[src/rtl/cwb_pkg.sv]
package cwb_pkg;
   typedef enum logic [2:0] {
      ACC_NONE  = 3'd0,
      ACC_DATA  = 3'd1,
      ACC_XDATA = 3'd2,
      ACC_KEYLO = 3'd3,
      ACC_KEYHI = 3'd4
   } acc_e;

   function automatic bit is_data_kind(acc_e k);
      return (k == ACC_DATA) || (k == ACC_XDATA);
   endfunction
endpackage

[src/rtl/cwb_decode.sv]
module cwb_decode
   import cwb_pkg::*;
#(
   parameter int ADDR_W     = 4,
   parameter int DATA_ADDR  = 0,
   parameter int XDATA_ADDR = 1,
   parameter int KEYLO_BASE = 4,
   parameter int KEYHI_BASE = 8,
   parameter int ALIAS_N    = 4
) (
   input  logic [ADDR_W-1:0] addr,
   output acc_e              kind
);
   localparam int SPAN = 1 << ADDR_W;

   generate
      if (KEYLO_BASE + ALIAS_N > SPAN || KEYHI_BASE + ALIAS_N > SPAN)
         begin : g_bad_span
            $error("key alias window exceeds address space");
         end
      if (KEYLO_BASE + ALIAS_N > KEYHI_BASE && KEYHI_BASE + ALIAS_N > KEYLO_BASE)
         begin : g_bad_overlap
            $error("key alias windows overlap");
         end
   endgenerate

   logic [ALIAS_N-1:0] lo_hit;
   logic [ALIAS_N-1:0] hi_hit;

   for (genvar a = 0; a < ALIAS_N; a++) begin : g_alias
      assign lo_hit[a] = (addr == ADDR_W'(KEYLO_BASE + a));
      assign hi_hit[a] = (addr == ADDR_W'(KEYHI_BASE + a));
   end

   always_comb begin
      if (addr == ADDR_W'(DATA_ADDR))       kind = ACC_DATA;
      else if (addr == ADDR_W'(XDATA_ADDR)) kind = ACC_XDATA;
      else if (|lo_hit)                     kind = ACC_KEYLO;
      else if (|hi_hit)                     kind = ACC_KEYHI;
      else                                  kind = ACC_NONE;
   end
endmodule

[src/rtl/cwb_shiftq.sv]
module cwb_shiftq #(
   parameter int WORD_W = 32,
   parameter int DEPTH  = 4,
   parameter bit XOR_EN = 1'b0
) (
   input  logic                      clk,
   input  logic                      rst_n,
   input  logic                      load_en,
   input  logic [DEPTH*WORD_W-1:0]   load_val,
   input  logic                      wr_en,
   input  logic                      wr_xor,
   input  logic                      rd_en,
   input  logic [WORD_W-1:0]         wdata,
   output logic [WORD_W-1:0]         head,
   output logic [DEPTH*WORD_W-1:0]   words
);
   generate
      if (DEPTH < 2) begin : g_bad_depth
         $error("queue depth must be at least 2");
      end
   endgenerate

   logic [WORD_W-1:0] q [DEPTH];
   logic [WORD_W-1:0] top_in;
   logic [WORD_W-1:0] enter;
   logic              shift;

   generate
      if (XOR_EN) begin : g_xor
         assign top_in = wr_xor ? (wdata ^ q[0]) : wdata;
      end else begin : g_plain
         logic unused_xor;
         assign unused_xor = wr_xor;
         assign top_in     = wdata;
      end
   endgenerate

   assign shift = wr_en | rd_en;
   assign enter = wr_en ? top_in : q[0];

   for (genvar i = 0; i < DEPTH; i++) begin : g_word
      logic [WORD_W-1:0] nxt;
      if (i == DEPTH - 1) begin : g_top
         assign nxt = enter;
      end else begin : g_mid
         assign nxt = q[i+1];
      end

      always_ff @(posedge clk) begin
         if (!rst_n)       q[i] <= '0;
         else if (load_en) q[i] <= load_val[i*WORD_W +: WORD_W];
         else if (shift)   q[i] <= nxt;
      end

      assign words[i*WORD_W +: WORD_W] = q[i];
   end

   assign head = q[0];
endmodule

[src/rtl/cipher_wordbank.sv]
module cipher_wordbank
   import cwb_pkg::*;
#(
   parameter int WORD_W     = 32,
   parameter int NWORDS     = 4,
   parameter int ADDR_W     = 4,
   parameter int DATA_ADDR  = 0,
   parameter int XDATA_ADDR = 1,
   parameter int KEYLO_BASE = 4,
   parameter int KEYHI_BASE = 8,
   parameter int ALIAS_N    = 4,
   parameter bit KEYBUF_OPT = 1'b1
) (
   input  logic                         clk,
   input  logic                         rst_n,
   input  logic                         bus_valid,
   input  logic                         bus_write,
   input  logic [ADDR_W-1:0]            bus_addr,
   input  logic [WORD_W-1:0]            bus_wdata,
   output logic [WORD_W-1:0]            bus_rdata,
   input  logic                         key256_mode,
   input  logic                         keybuf_en,
   input  logic                         op_start,
   input  logic                         eng_busy,
   input  logic                         eng_done,
   input  logic [WORD_W*NWORDS-1:0]     eng_data_in,
   input  logic [2*WORD_W*NWORDS-1:0]   eng_key_in,
   output logic                         eng_start,
   output logic [WORD_W*NWORDS-1:0]     data_blk,
   output logic [2*WORD_W*NWORDS-1:0]   key_blk
);
   localparam int BLK_W = WORD_W * NWORDS;
   localparam int KEY_W = 2 * BLK_W;

   generate
      if (WORD_W < 8) begin : g_bad_word
         $error("word width too small");
      end
      if (DATA_ADDR == XDATA_ADDR) begin : g_bad_data
         $error("data and xor-data addresses must differ");
      end
   endgenerate

   acc_e kind;

   cwb_decode #(
      .ADDR_W(ADDR_W), .DATA_ADDR(DATA_ADDR), .XDATA_ADDR(XDATA_ADDR),
      .KEYLO_BASE(KEYLO_BASE), .KEYHI_BASE(KEYHI_BASE), .ALIAS_N(ALIAS_N)
   ) u_dec (
      .addr (bus_addr),
      .kind (kind)
   );

   logic start_ok, acc_ok, wr_ok, rd_ok, done_ok, restore;

   assign start_ok = op_start & ~eng_busy;
   assign acc_ok   = bus_valid & ~eng_busy & ~op_start;
   assign wr_ok    = acc_ok & bus_write;
   assign rd_ok    = acc_ok & ~bus_write;
   assign done_ok  = eng_done & eng_busy;
   assign eng_start = start_ok;

   generate
      if (KEYBUF_OPT) begin : g_keybuf
         assign restore = start_ok & ~key256_mode & keybuf_en;
      end else begin : g_nokeybuf
         logic unused_cfg;
         assign unused_cfg = key256_mode ^ keybuf_en;
         assign restore    = 1'b0;
      end
   endgenerate

   logic [WORD_W-1:0] data_head, klo_head, khi_head;
   logic [BLK_W-1:0]  klo_words, khi_words, klo_load;

   cwb_shiftq #(.WORD_W(WORD_W), .DEPTH(NWORDS), .XOR_EN(1'b1)) u_data (
      .clk      (clk),
      .rst_n    (rst_n),
      .load_en  (done_ok),
      .load_val (eng_data_in),
      .wr_en    (wr_ok & is_data_kind(kind)),
      .wr_xor   (kind == ACC_XDATA),
      .rd_en    (rd_ok & is_data_kind(kind)),
      .wdata    (bus_wdata),
      .head     (data_head),
      .words    (data_blk)
   );

   assign klo_load = restore ? khi_words : eng_key_in[BLK_W-1:0];

   cwb_shiftq #(.WORD_W(WORD_W), .DEPTH(NWORDS), .XOR_EN(1'b0)) u_keylo (
      .clk      (clk),
      .rst_n    (rst_n),
      .load_en  (done_ok | restore),
      .load_val (klo_load),
      .wr_en    (wr_ok & (kind == ACC_KEYLO)),
      .wr_xor   (1'b0),
      .rd_en    (rd_ok & (kind == ACC_KEYLO)),
      .wdata    (bus_wdata),
      .head     (klo_head),
      .words    (klo_words)
   );

   cwb_shiftq #(.WORD_W(WORD_W), .DEPTH(NWORDS), .XOR_EN(1'b0)) u_keyhi (
      .clk      (clk),
      .rst_n    (rst_n),
      .load_en  (done_ok),
      .load_val (eng_key_in[KEY_W-1:BLK_W]),
      .wr_en    (wr_ok & (kind == ACC_KEYHI)),
      .wr_xor   (1'b0),
      .rd_en    (rd_ok & (kind == ACC_KEYHI)),
      .wdata    (bus_wdata),
      .head     (khi_head),
      .words    (khi_words)
   );

   assign key_blk = {khi_words, klo_words};

   always_ff @(posedge clk) begin
      if (!rst_n) begin
         bus_rdata <= '0;
      end else begin
         bus_rdata <= '0;
         if (rd_ok) begin
            unique case (kind)
               ACC_DATA, ACC_XDATA: bus_rdata <= data_head;
               ACC_KEYLO:           bus_rdata <= klo_head;
               ACC_KEYHI:           bus_rdata <= khi_head;
               default:             bus_rdata <= '0;
            endcase
         end
      end
   end
endmodule

[config.mk]
export PLATFORM = sky130hd
export DESIGN_NAME = cipher_wordbank
export DESIGN_NICKNAME = d
export VERILOG_FILES = /design/src/rtl/cwb_pkg.sv /design/src/rtl/cwb_decode.sv /design/src/rtl/cwb_shiftq.sv /design/src/rtl/cipher_wordbank.sv
export SDC_FILE = /design/constraint.sdc
export NUM_CORES = 1
export LEC_CHECK = 0
export ABC_CLOCK_PERIOD_IN_PS = 7600
export BUFFER_PORTS_ARGS = -buffer_cell sky130_fd_sc_hd__buf_2
export CAP_MARGIN = 10
export CORE_AREA = 2 2 327 329
export DETAILED_ROUTE_END_ITERATION = 8
export DIE_AREA = 0 0 329 331
export SLEW_MARGIN = 40
export SYNTH_ARGS = -nofsm -noshare
export SYNTH_HDL_FRONTEND = slang
export SYNTH_SLANG_ARGS = --single-unit
export TNS_END_PERCENT = 50
[constraint.sdc]
create_clock -name clk -period 7.6 [get_ports clk]
set_input_delay 0.76 -clock clk [delete_from_list [all_inputs] [get_ports clk]]
set_output_delay 0.76 -clock clk [all_outputs]
set_load 0.05 [all_outputs]
==> metrics.md <==
| Metric | Value |
|---|---|
| Post-CTS Resized | `0` |
| Largest net degree at the start of global routing | `97` |
| Mapped Avg Cell Area | `12.9 um2` |
| # Post-CTS Setup Buffers | `0` |
| Clock power share | `38.1%` |
| Row cnt | `119` |
| Clock Sinks | `416` |
| Area of the mapped netlist | `20,600 um2` |
| I/O pin total | `846` |
| LEAKAGE | `0.0109 uW` |
| Comb pwr share | `18.5%` |
| DP HPWL | `80,100 um` |
| CP max-delay cell | `and4bb_4` |
| Total CTS buffers | `51` |
| Chip height | `331 um` |
| DRC | `0` |
| Final #Nets | `2,789` |
| Initial Utilization | `19.6%` |
| Worst slew margin | `39.4%` |
| First-pass GRT wire length | `139,000 um` |
| Dpl cells | `3,698` |
| Crit Path Class | `in2reg` |
| Setup TNS | `0 ns` |
| Vias | `17,965` |
| Worst Max-Slew Pin Slew | `0.909 ns` |
| Number of synthesized register bits | `416` |
| Root Buffer | `clkbuf_16` |
| Total gr overflow | `0` |
| WP data arrival | `4.14 ns` |
| Setup crit start kind | `input port` |
| Proportion of layout cells with a drive suffix above 1 | `41.4%` |
| Top_reg_cell synth | `edfxtp_1` |
| Total GRT Usage | `18.3%` |
| Vias in the first global route | `17,342` |
| Asr flop ratio synth | `0%` |
| Power Internal | `4410 uW` |
| Sw Share | `32.6%` |
| Post-CTS Hold Fix Bufs | `0` |
| Routed WL | `106,000 um` |
| Vias per cell | `4.72` |
| Mapped Nets | `2,020` |
| Crit-path max cell delay | `0.70 ns` |
| Most used cell, CP | `buf_4` |
| EDFF count, synth | `384` |
| Clk pin slew, worst setup/hold paths | `0.07 ns` |
| Detail Route Antenna Nets | `0` |
| WL/cell | `27.7 um` |
| Core area | `105,000 um2` |
| Post-Syn Instances | `1,591` |
| DR iter-0 viols | `1,535` |
| Yosys cell types | `36` |
| Port bufs | `845` |
| Full die area | `109,000 um2` |
| Die X | `329 um` |
| Synth warn | `0` |
| Worst Skew | `0.0346 ns` |
| Critical path data required time | `7.85 ns` |
| Psw | `2130 uW` |
| Max Root-Sink Buffers | `3` |
| Fmax | `257 MHz` |
| Status | `complete, no violations` |
| Final Non-Filler Cells | `3,809` |
| Max-cap violations | `0` |
| Final slew viol count | `0` |
| Setup crit end kind | `flip-flop` |
| RePlAce Congestion | `0.894` |
| # setup viols final | `0` |
| RSZ-0062 raised after global routing | `false` |
| Clock latency on the worst-skew pair | `0.63 ns` |
| Final Hold Fails | `0` |
| Final period util | `51.2%` |
| Flop pwr share | `43.4%` |
| Sequential area share after synthesis | `59.2%` |
| Min Tclk post-route | `3.89 ns` |
| Worst min path class | `in2reg` |
| First-pass DRT Iterations | `5` |
| P&R area growth vs syn | `35.0%` |
| Power Density | `236 nW/um2` |
| Worst-path cell chain | `buf_2 -> and4bb_4 -> buf_4 -> and2_4 -> or2_4 -> buf_4` |
| Worst-path fanout max | `49` |
| Worst reg-to-reg setup slack | `5.88 ns` |
| CTS H-tree lvls | `2` |
| Clock tree from TritonCTS | `built` |
| Initial antenna violation count | `26` |
| VDD IR max | `0.000146 V` |
[sequential cells by signal (all words and copies together), names as in the netlist]
name and count:
u_data.q 128, u_keyhi.q 128, bus_rdata 32, u_keylo.q 128
[Yosys cell counts (all sizes together), types with 33 or more instances]
library cell,instances,area [um2]
edfxtp,384,11500
a22o,192,1680
mux2i,192,1920
nand2,131,492
buf,104,642
o2bb2ai,96,841
nor2b,66,413
clkbuf,53,199
nand3,34,170
a21oi,33,165
inv,33,124
o21ai,33,165
[cells by family after synthesis]
group	share of synthesized area (%)
compound gates	19.6
buf+inv	4.69
flops	59.2
mux	9.34
simple gates	7.23
[worst max-delay path: cells and delay by family]
kind                   cells  cell delay, ns
and+or+nand+nor            3            1.87
buffers and inverters      3            1.29
[power by group through the flow]
stage                     logic [uW]  registers [uW]  clock network (uW)
after global routing            1270            2850                2630
after CTS                       1220            2840                2540
final                           1210            2840                2490
after floorplan                  250            3340                   0
after detailed placement        1220            2880                   0
after global placement          1210            2880                   0
[stage by stage]
stage	power [uW]	setup WS (ns)	utilization, %	hold WS, ns	cell area, um2
floorplan	3590	2.88	-	0.825	20600
global placement	4100	3.14	24.8	0.530	26000
detailed placement	4100	3.06	24.8	0.536	26100
CTS	6600	3.74	26.4	0.344	27700
global route	6740	3.51	26.4	0.386	27800
finish	6540	3.71	26.5	0.401	27800
[metal layers]
| metal | global-route usage (%) | part of all wire [%] |
|---|---|---|
| met1 | 25.5 | 44 |
| met2 | 28.0 | 45 |
| met3 | 4.17 | 8.5 |
| met4 | 5.72 | 2.6 |
| met5 | 0 | 0.066 |
[final cells by class]
cell class                 instances  area, um2
fill                           11112      77200
sequential                       416      12200
multi-input combinational        985       7550
timing repair buffer             873       4480
tap                             1391       1740
clock buffer                      75       1470
clock inverter                    20        198
inverter                          33        124
antenna                           16       40.0
[final timing paths]
kind | startpoint | depth (start not counted) | endpoint
worst min register to register | u_keylo.q[1][25] | 1 | u_keylo.q[0][57]
worst max-delay path | eng_busy | 6 | u_data.q[3][26]
worst min-delay path | eng_key_in[245] | 3 | u_keyhi.q[3][21]
worst max register to register | u_data.q[0][23] | 3 | bus_rdata[23]
[placed cells by master, fill, tap and decap left out, types with 33 or more instances in the layout]
cell type  count
buf_2        844
edfxtp_1     384
a22o_1       192
mux2i_1      191
nand2_1      130
o2bb2ai_1     96
nor2b_1       65
clkbuf_16     54
inv_1         33
a21oi_1       33
Power figures use the tool's default switching activity.
